**config.mk**
```make
export PLATFORM = sky130hd
export DESIGN_NAME = adc_out_sequencer
export DESIGN_NICKNAME = d
export VERILOG_FILES = /design/src/rtl/adc_seq_pkg.sv /design/src/rtl/adc_seq_capture.sv /design/src/rtl/adc_seq_delay.sv /design/src/rtl/adc_out_sequencer.sv
export SDC_FILE = /design/constraint.sdc
export NUM_CORES = 1
export LEC_CHECK = 0
export ABC_AREA = 1
export CAP_MARGIN = 20
export CELL_PAD_IN_SITES_DETAIL_PLACEMENT = 0
export CELL_PAD_IN_SITES_GLOBAL_PLACEMENT = 2
export CORE_ASPECT_RATIO = 1.25
export CORE_UTILIZATION = 39
export DETAILED_ROUTE_END_ITERATION = 16
export DONT_BUFFER_PORTS = 1
export PLACE_DENSITY = 0.81
export SLEW_MARGIN = 10
export SYNTH_ARGS = -nofsm -noshare
export SYNTH_HDL_FRONTEND = slang
export SYNTH_SLANG_ARGS = --single-unit
```
**constraint.sdc**
```tcl
create_clock -name clk -period 8.6 [get_ports clk]
set_input_delay 0.43 -clock clk [delete_from_list [all_inputs] [get_ports clk]]
set_output_delay 0.43 -clock clk [all_outputs]
set_load 0.02 [all_outputs]
```
**src/rtl/adc_seq_pkg.sv**
```systemverilog
package adc_seq_pkg;

    localparam int unsigned DATA_W = 12;

    typedef logic [DATA_W-1:0]      word_t;
    typedef logic signed [DATA_W:0] offs_t;

    typedef enum logic { CH_A = 1'b0, CH_B = 1'b1 } chan_e;

    typedef enum logic [1:0] {
        TST_OFF  = 2'b00,
        TST_LOW  = 2'b01,
        TST_MID  = 2'b10,
        TST_HIGH = 2'b11
    } test_e;

    typedef struct packed {
        logic  valid;
        logic  pair;
        chan_e chan;
        word_t data;
    } res_item_t;

    localparam word_t MID_CODE = {1'b1, {(DATA_W-1){1'b0}}};

    function automatic word_t test_word(input test_e t);
        case (t)
            TST_LOW:  return '0;
            TST_MID:  return MID_CODE;
            TST_HIGH: return '1;
            default:  return '0;
        endcase
    endfunction

    function automatic word_t sat_sub(input word_t w, input offs_t off);
        logic signed [DATA_W+1:0] diff;
        diff = $signed({2'b00, w}) - $signed({off[DATA_W], off});
        if (diff < 0)
            return '0;
        else if (diff > $signed({2'b00, {DATA_W{1'b1}}}))
            return '1;
        else
            return diff[DATA_W-1:0];
    endfunction

    function automatic word_t to_output(input word_t w, input logic binary);
        return binary ? w : {~w[DATA_W-1], w[DATA_W-2:0]};
    endfunction

    function automatic offs_t offset_of(input word_t w);
        return $signed({1'b0, w}) - $signed({1'b0, MID_CODE});
    endfunction

endpackage

```
**src/rtl/adc_seq_capture.sv**
```systemverilog
module adc_seq_capture
    import adc_seq_pkg::*;
(
    input  logic      clk,
    input  logic      rst,
    input  logic      two_ch,
    input  logic      sel_b,
    input  logic      binary,
    input  logic      offset_en,
    input  test_e     test_sel,
    input  word_t     samp_a,
    input  word_t     samp_b,
    output res_item_t s0,
    output logic      flush
);

    logic [1:0] mode_now, mode_q;
    logic       phase_q, phase_eff;
    logic       hold_slot, pair_slot;
    logic       hold_vld_q, off_en_q, cal;
    word_t      hold_q, live_word, slot_word, corrected;
    offs_t      off_q;
    chan_e      slot_chan;
    logic       slot_valid;

    always_comb begin
        mode_now   = {two_ch, sel_b};
        flush      = (mode_now != mode_q);
        phase_eff  = flush ? 1'b0 : phase_q;
        hold_slot  = two_ch & phase_eff;
        pair_slot  = two_ch & ~phase_eff;
        if (two_ch)
            slot_chan = phase_eff ? CH_B : CH_A;
        else
            slot_chan = sel_b ? CH_B : CH_A;
        live_word  = (slot_chan == CH_B) ? samp_b : samp_a;
        slot_word  = hold_slot ? hold_q : live_word;
        slot_valid = hold_slot ? hold_vld_q : 1'b1;
        cal        = offset_en & ~off_en_q;
        if (test_sel != TST_OFF)
            corrected = test_word(test_sel);
        else if (offset_en)
            corrected = sat_sub(slot_word, off_q);
        else
            corrected = slot_word;
    end

    always_ff @(posedge clk) begin
        if (rst) begin
            mode_q     <= mode_now;
            phase_q    <= 1'b0;
            hold_q     <= '0;
            hold_vld_q <= 1'b0;
            off_en_q   <= 1'b0;
            off_q      <= '0;
            s0         <= '0;
        end else begin
            mode_q   <= mode_now;
            off_en_q <= offset_en;
            phase_q  <= pair_slot;
            if (pair_slot) begin
                hold_q     <= samp_b;
                hold_vld_q <= ~cal;
            end
            if (cal)
                off_q <= offset_of(live_word);
            s0.valid <= slot_valid & ~cal;
            s0.pair  <= two_ch;
            s0.chan  <= slot_chan;
            s0.data  <= to_output(corrected, binary);
        end
    end

    // a measurement slot never yields a result
    a_r7_cal_consumes: assert property (@(posedge clk) disable iff (rst)
        cal |=> !s0.valid);

    // a pair slot is always followed by a hold slot unless the mode changes
    a_r3_pair_then_hold: assert property (@(posedge clk) disable iff (rst)
        (two_ch && !flush && !phase_q) |=> (phase_q || flush));

endmodule

```
**src/rtl/adc_seq_delay.sv**
```systemverilog
module adc_seq_delay
    import adc_seq_pkg::*;
#(
    parameter int unsigned DEPTH = 5
) (
    input  logic      clk,
    input  logic      rst,
    input  logic      flush,
    input  res_item_t in_item,
    output res_item_t out_item
);

    res_item_t stage_q [DEPTH];

    always_ff @(posedge clk) begin
        if (rst || flush) begin
            for (int i = 0; i < DEPTH; i++)
                stage_q[i] <= '0;
        end else begin
            stage_q[0] <= in_item;
            for (int i = 1; i < DEPTH; i++)
                stage_q[i] <= stage_q[i-1];
        end
    end

    assign out_item = stage_q[DEPTH-1];

    for (genvar g = 0; g < DEPTH; g++) begin : g_chk
        if (g == 0) begin : g_first
            // a valid entry comes from a valid conversion one cycle before
            a_r1_valid_has_source: assert property (@(posedge clk) disable iff (rst)
                stage_q[0].valid |-> $past(in_item.valid));
        end else begin : g_rest
            // validity only moves one stage per cycle
            a_r1_valid_has_source: assert property (@(posedge clk) disable iff (rst)
                stage_q[g].valid |-> $past(stage_q[g-1].valid));
        end
    end

    // a flush leaves nothing valid at the output
    a_r9_flush_clears: assert property (@(posedge clk) disable iff (rst)
        flush |=> !out_item.valid);

endmodule

```
**src/rtl/adc_out_sequencer.sv**
```systemverilog
module adc_out_sequencer
    import adc_seq_pkg::*;
#(
    parameter int unsigned LATENCY = 5
) (
    input  logic              clk,
    input  logic              rst,
    input  logic              cfg_two_ch,
    input  logic              cfg_sel_b,
    input  logic              cfg_binary,
    input  logic              cfg_offset_en,
    input  logic [1:0]        cfg_test,
    input  logic [DATA_W-1:0] samp_a,
    input  logic [DATA_W-1:0] samp_b,
    output logic [DATA_W-1:0] res_data,
    output logic              res_chan,
    output logic              res_valid,
    output logic              sync_n
);

    localparam int unsigned DELAY_STAGES = LATENCY;

    res_item_t s0_item, out_item;
    logic      flush;

    adc_seq_capture u_capture (
        .clk       (clk),
        .rst       (rst),
        .two_ch    (cfg_two_ch),
        .sel_b     (cfg_sel_b),
        .binary    (cfg_binary),
        .offset_en (cfg_offset_en),
        .test_sel  (test_e'(cfg_test)),
        .samp_a    (samp_a),
        .samp_b    (samp_b),
        .s0        (s0_item),
        .flush     (flush)
    );

    adc_seq_delay #(.DEPTH(DELAY_STAGES)) u_delay (
        .clk      (clk),
        .rst      (rst),
        .flush    (flush),
        .in_item  (s0_item),
        .out_item (out_item)
    );

    assign res_data  = out_item.data;
    assign res_chan  = out_item.chan;
    assign res_valid = out_item.valid;
    assign sync_n    = ~(out_item.valid & out_item.pair & (out_item.chan == CH_A));

    // the input-A marker never lasts two cycles
    a_r4_sync_alternates: assert property (@(posedge clk) disable iff (rst)
        !sync_n |=> sync_n);

    // an input-A pair result is followed by the B result of the same pair
    a_r3_b_follows_a: assert property (@(posedge clk) disable iff (rst)
        (res_valid && out_item.pair && out_item.chan == CH_A && !flush)
            |=> (out_item.chan == CH_B && out_item.pair));

    // back-to-back single-input results share one input
    a_r2_single_chan_steady: assert property (@(posedge clk) disable iff (rst)
        (res_valid && !out_item.pair && $past(res_valid) && !$past(out_item.pair))
            |-> (res_chan == $past(res_chan)));

endmodule

```
==> After elaboration in Yosys (flattened, before gate mapping) <==
Memories as Yosys holds them, arrays and structs flattened.
Cells that the tools add are included.
{ "totals": {"word_cells": 58, "inputBits": 32, "memories": 1, "ram_bits": 75, "ff_bits": 45} }
{ "memory_table": {"columns": ["name", "words", "word_bits", "rd", "rd_ports_with_merged_regs", "wr", "line_no", "rtl"], "rows": [
  ["u_delay.stage_q", 5, 15, 5, 0, 5, "adc_seq_delay.sv:13", "res_item_t stage_q [DEPTH];"]
]} }
{ "op_classes": {"n_bitwise": 17, "magnitude_cmp": 2, "muxes": 21, "n_reduce_logical": 2, "n_addsub": 2, "n_eq_ne": 3} }
{ "op_table": {"columns": ["op", "count"], "rows": [
  ["$mux 12", 7],
  ["$mux 15", 5],
  ["$pmux 12 s2", 1],
  ["$gt 14x13->1 const B", 1],
  ["$lt 14x1->1 const B", 1],
  ["$sub 13x13->14", 1],
  ["$sub 12x12->13 const B", 1],
  ["$mux 1", 8],
  ["$and 1x1->1", 6],
  ["$not 1->1", 6],
  ["$or 1x1->1", 5],
  ["$eq 2x2->1 const B", 2],
  ["$ne 2x2->1", 1],
  ["$reduce_bool 2->1", 1],
  ["$logic_or 1x1->1", 1]
]} }

==> Depth between registers and ports, before layout <==
{ "depth": {"depth_word": 14, "ltp_mapped": 27, "mapped_depth_nobuf": 26} }

==> Hierarchy <==
A second synthesis with hierarchy kept.
{ "hier_totals": {"cells_unflattened": 679, "hier_area_um2": 5502.8} }
{ "modules_own_cells": {"columns": ["module", "area_each_um2", "seq_area_each_um2", "cells_each", "instances"], "rows": [
  ["adc_seq_capture", 2787.7, 880.8, 426, 1],
  ["adc_seq_delay", 2701.3, 1501.4, 251, 1],
  ["adc_out_sequencer", 13.8, 0.0, 2, 1]
]} }

==> Worst setup path after synthesis <==
Ideal clock, no wire load.
{ "synth_path": {"path_type": "input -> register", "from": "input cfg_sel_b", "to": "register u_capture.s0[10] (netlist bit)", "arrival_ps": 2767, "setup_ps": 119, "stages": 19, "path_slack_ps": 5713, "cell_sequence": "xnor2_2 -> nand4_4 -> nand2_4 -> buf_6 -> nand2_1 -> nand3_1 -> o21ai_1 -> ha_1 -> fa_1 -> o21ai_2 -> nand2_1 -> nand4_1 -> nand2_1 -> nand2_1 -> inv_1 -> o21ai_0 -> nand2_1 -> nand2_1 -> a21oi_1"} }
{ "synth_via": {"elab_chain_cells": 13, "word_cells_on_any_way": 16, "cone_classes": "1 x add/sub; 2 x order compare; 1 x eq/ne; 11 x mux; 1 x bitwise"} }
{ "synth_rtl": {"columns": ["element", "line_no", "rtl"], "rows": [
  ["start: declaration", "adc_out_sequencer.sv:9", "input logic cfg_sel_b,"],
  ["$ne 2x2->1", "adc_seq_capture.sv:28", "flush = (mode_now != mode_q);"],
  ["$mux 1", "adc_seq_capture.sv:29", "phase_eff = flush ? 1'b0 : phase_q;"],
  ["$mux 1", "adc_seq_capture.sv:33", "slot_chan = phase_eff ? CH_B : CH_A;"],
  ["$mux 1", "adc_seq_capture.sv:32", "if (two_ch)"],
  ["$mux 12", "adc_seq_capture.sv:36", "live_word = (slot_chan == CH_B) ? samp_b : samp_a;"],
  ["$mux 12 *", "adc_seq_capture.sv:37", "slot_word = hold_slot ? hold_q : live_word;"],
  ["$sub 13x13->14", "adc_seq_pkg.sv:37", "diff = $signed({2'b00, w}) - $signed({off[DATA_W], off});"],
  ["$gt 14x13->1", "adc_seq_pkg.sv:40", "else if (diff > $signed({2'b00, {DATA_W{1'b1}}}))"],
  ["$mux 12", "adc_seq_pkg.sv:40", null],
  ["$mux 12", "adc_seq_pkg.sv:38", "if (diff < 0)"],
  ["$mux 12 *", "adc_seq_capture.sv:42", "else if (offset_en)"],
  ["$mux 12 *", "adc_seq_capture.sv:40", "if (test_sel != TST_OFF)"],
  ["$mux 12 *", "adc_seq_pkg.sv:47", "return binary ? w : {~w[DATA_W-1], w[DATA_W-2:0]};"],
  ["end: declaration", "adc_seq_capture.sv:13", "output res_item_t s0,"]
]} }
Every way passes the cells marked *; elsewhere a longest branch is shown, timed or not.
A chain may end at the register's enable or synchronous reset.

==> Worst setup path after layout <==
{ "layout_path": {"from": "register u_capture.mode_q[0]", "to": "register u_capture.s0[6] (netlist bit)"} }
{ "layout_via": {"elab_chain_cells": 13, "word_cells_on_any_way": 15, "cone_classes": "1 x add/sub; 2 x order compare; 1 x eq/ne; 10 x mux; 1 x bitwise"} }
{ "layout_rtl": {"columns": ["element", "line_no", "rtl"], "rows": [
  ["start: declaration", "adc_seq_capture.sv:17", "logic [1:0] mode_now, mode_q;"],
  ["start signal: assignment", "adc_seq_capture.sv:50", "mode_q <= mode_now;"],
  ["start signal: assignment", "adc_seq_capture.sv:58", "mode_q <= mode_now;"],
  ["$ne 2x2->1 *", "adc_seq_capture.sv:28", null],
  ["$mux 1 *", "adc_seq_capture.sv:29", null],
  ["$mux 1", "adc_seq_capture.sv:33", null],
  ["$mux 1", "adc_seq_capture.sv:32", null],
  ["$mux 12", "adc_seq_capture.sv:36", null],
  ["$mux 12 *", "adc_seq_capture.sv:37", null],
  ["$sub 13x13->14", "adc_seq_pkg.sv:37", null],
  ["$gt 14x13->1", "adc_seq_pkg.sv:40", null],
  ["$mux 12", "adc_seq_pkg.sv:40", null],
  ["$mux 12", "adc_seq_pkg.sv:38", null],
  ["$mux 12 *", "adc_seq_capture.sv:42", null],
  ["$mux 12 *", "adc_seq_capture.sv:40", null],
  ["$mux 12 *", "adc_seq_pkg.sv:47", null]
]} }
Marked as above.

==> impl_metrics.csv <==
group,metric,value,unit
pwr,switching_share,26.45,%
pwr,p_clk_share,49.1,%
pwr,leakage,2.480,nW
flow_run,maxCapViolations,0,
global_route,track_usage,16.89,%
placed_design,hpwl,7.449,mm
route,vias,3654,
worst_setup_path,rr_endpoint,"u_capture.s0[6]",
sta,fin_crit_sh,42.82,%
sta,max_freq,271.6,MHz
run_status,outcome,"finished clean",
hold_path,hold_depth,0,
die,rows,45,
worst_setup_path,path_cells,"xnor2_2, nand4_4, nand2_4, nand2_1, nand3_1, o21ai_1, ha_1, fa_1, o21ai_2, nand2_1, nand3_1, nand2_1, nand2_1, nand2_1, inv_1, o21ai_0, nand2_1, nand2_1, a21oi_1",
yosys,synth_warnings,0,
worst_setup_path,r2r-start,"u_capture.mode_q[0]",
sta,finalHoldViolCount,0,
placed_design,post-place-ws,4.801,ns
worst_setup_path,crit_fanout,27,
finish,areaGrowthSynthToFinish,12.64,%
sta,finalSetupTns,0,ns
pwr,irDropWorstVdd,0.1202,mV
die,dieArea,13230,µm²
sta,period_needed,3.682,ns
clock_tree,cts_tree,"built",
clock_tree,post_cts_buffers,0,
worst_setup_path,worstPathArrival,4.01,ns
die,start_util,40.58,%
route,finalWirelength,10.01,mm
pwr,p_sw,393.1,µW
clock_tree,clock_path_buffers,2,
worst_setup_path,reg2reg_depth,19,
hold_path,hp-start,"cfg_two_ch",
pwr,intPower,1.093,mW
finish,antenna_cells,0,
clock_tree,h-tree-depth,4,
route,drt_pass1_iterations,4,
yosys,syn_area_per_cell,7.357,µm²
yosys,syn_inst,677,
finish,fin_nets,709,
placed_design,placed_area,4992,µm²
route,detail-route-antenna-nets,0,
route,drc_errors,0,
die,die_y,128.4,µm
sta,setup_violations,0,
sta,slew_violations,0,
die,dieWidth,103.1,µm
sta,rsz0062_at_grt,"false",
route,vias_per_cell,4.350,
placed_design,finalWeightedCongestion,0.8833,
yosys,synth-seq-cells,119,
worst_setup_path,cpMostUsedCell,"nand2_1",
yosys,synth_edf_count,0,
sta,skew,0.01497,ns
worst_setup_path,r2r_slack,4.92,ns
pwr,pwr-share-comb,12.3,%
worst_setup_path,endpoint_kind,"flip-flop",
sta,setup_ws,4.918,ns
clock_tree,cts_hold_buf,0,
global_route,antenna_found_initial,0,
global_route,grt_pass1_wl,16.75,mm
route,wl_per_cell,11.92,µm
die,core,12270,µm²
finish,fillers,1285,
yosys,async_flop_share,0,%
global_route,overflow,0,
sta,worst_pin_slew,0.7000,ns
worst_setup_path,worst_setup_path_start_kind,"flip-flop",
placed_design,io_buffers,0,
worst_setup_path,path_class,"reg -> reg",
finish,stdcell_area,5610,µm²
hold_path,hold_end,"u_capture.mode_q[1]",
die,io_pins,47,
global_route,grt_pass1_vias,3579,
clock_tree,cts_made_buffers,17,
clock_tree,clk_pin_slew,0.06,ns
finish,drive_gt1_share,7.840,%
yosys,ys.flop_type,"dfxtp_1",
pwr,p_total,1.487,mW
pwr,cellPowerDensity,265.0,nW/µm²
sta,hold-worst-slack,0.04796,ns
yosys,synth.distinct_cells,29,
pwr,power_frac_seq,38.6,%
worst_setup_path,critPathSlowestCell,"fa_1",
route,drt_iter0_markers,152,
global_route,grt_start_max_net_pins,76,
clock_tree,clock-sinks,119,
hold_path,hold_class,"in -> reg",
yosys,yosysSeqAreaShare,47.83,%
clock_tree,clock_latency,0.41,ns
clock_tree,cts-root-buf,"clkbuf_16",
worst_setup_path,critPathRequiredTime,8.93,ns
yosys,synthesis.area,4981,µm²
sta,relSlewSlack,53.34,%
worst_setup_path,max_stage_delay,0.44,ns
clock_tree,ctsResizeCount,0,
yosys,syn_nets,723,
[synth_stat cells, types with 2 or more instances]
| library cell | count | area [µm²] |
|---|---|---|
| inv_1 | 144 | 540.5 |
| nand2_1 | 137 | 514.2 |
| dfxtp_1 | 119 | 2382 |
| nor2_1 | 98 | 367.9 |
| a21oi_1 | 42 | 210.2 |
| o21ai_0 | 31 | 155.2 |
| buf_4 | 14 | 105.1 |
| ha_1 | 13 | 162.7 |
| nand3_1 | 12 | 60.06 |
| o21ai_2 | 10 | 87.58 |
| clkbuf_1 | 8 | 30.03 |
| o21ai_1 | 7 | 35.03 |
| xnor2_1 | 6 | 52.55 |
| buf_1 | 5 | 18.77 |
| buf_2 | 5 | 25.02 |
| xor2_1 | 4 | 35.03 |
| inv_2 | 3 | 11.26 |
| nand3b_1 | 3 | 22.52 |
| o211ai_1 | 3 | 22.52 |
| a21oi_2 | 2 | 17.52 |
| and2_1 | 2 | 12.51 |
| nand4_1 | 2 | 12.51 |
[worst max-delay path, delay by kind of cell, from the launching register on]
kind / cells / cell delay, ns
XOR/XNOR: 1 / 0.18
AND/OR/NAND/NOR: 11 / 1.49
adder cells (fa/ha/maj): 2 / 0.69
AO/OA/AOI/OAI: 4 / 0.68
flip-flops: 1 / 0.33
buffers and inverters: 1 / 0.22
[layer usage]
metal / track usage (%) / share of wire, % / vias up
met5: 0 / 0 / -
met1: 17.41 / 40 / 1607
met2: 31.29 / 54 / 58
met3: 4.889 / 3.5 / 9
met4: 7.125 / 1.8 / 0
li1: - / - / 1980
[power by group through the flow]
stage	sequential [mW]	clock, mW	combinational [mW]
6_report	0.574	0.730	0.182
5_1_grt	0.576	0.774	0.210
4_1_cts	0.574	0.751	0.184
3_5_place_dp	0.586	0	0.183
3_3_place_gp	0.586	0	0.184
2_1_floorplan	0.585	0	0.146
[cells by family after synthesis]
| logic type | Yosys count | synth area share (%) |
|---|---|---|
| fa+ha+maj | 14 | 3.668 |
| xor+xnor | 11 | 2.085 |
| simple gates | 257 | 20.65 |
| flops | 119 | 47.83 |
| compound gates | 95 | 10.60 |
| buf+inv | 181 | 15.17 |
[layout by cell type, fill, tap and decap left out, types with 4 or more instances in the layout]
cell type / count
clkinv_4: 4
inv_6: 4
nand3_1: 12
dfxtp_1: 119
ha_1: 13
inv_1: 144
nor2_1: 98
xor2_1: 4
o21ai_0: 31
xnor2_1: 6
nand2_1: 136
o21ai_1: 7
a21oi_1: 42
clkbuf_16: 17
o21ai_2: 10
[worst max-delay path by stage]
stage | startpoint | to | slack [ns]
after floorplan | cfg_sel_b | u_capture.s0[10] | 5.71
after global placement | cfg_sel_b | u_capture.s0[2] | 4.81
after detailed placement | cfg_sel_b | u_capture.s0[9] | 4.80
after CTS | u_capture.mode_q[0] | u_capture.s0[9] | 4.89
after global routing | u_capture.mode_q[0] | u_capture.s0[3] | 4.47
final | u_capture.mode_q[0] | u_capture.s0[6] | 4.92
[layout make-up]
| class | instances | area [µm²] | share of cell area (%) |
|---|---|---|---|
| Timing Repair Buffer | 1 | 7.507 | 0.1338 |
| Tap cell | 164 | 205.2 | 3.657 |
| Clock buffer | 17 | 425.4 | 7.583 |
| Inverter | 147 | 551.8 | 9.835 |
| Sequential cell | 119 | 2382 | 42.46 |
| Multi-Input combinational cell | 377 | 1846 | 32.89 |
| Clock inverter | 15 | 192.7 | 3.434 |
[metrics by stage]
stage,cells,utilization [%]
after CTS,840,45.71
after global routing,840,45.71
final,840,45.71
after floorplan,677,-
after global placement,808,40.67
after detailed placement,808,40.67
[state kept, by name, summed over array words and instances (netlist names)]
signal                count
u_capture.hold_vld_q      1
u_capture.s0             15
u_capture.hold_q         12
u_capture.mode_q          2
u_capture.off_q          12
u_capture.off_en_q        1
u_capture.phase_q         1
u_delay.stage_q          75
(Power assumes the default switching activity.)
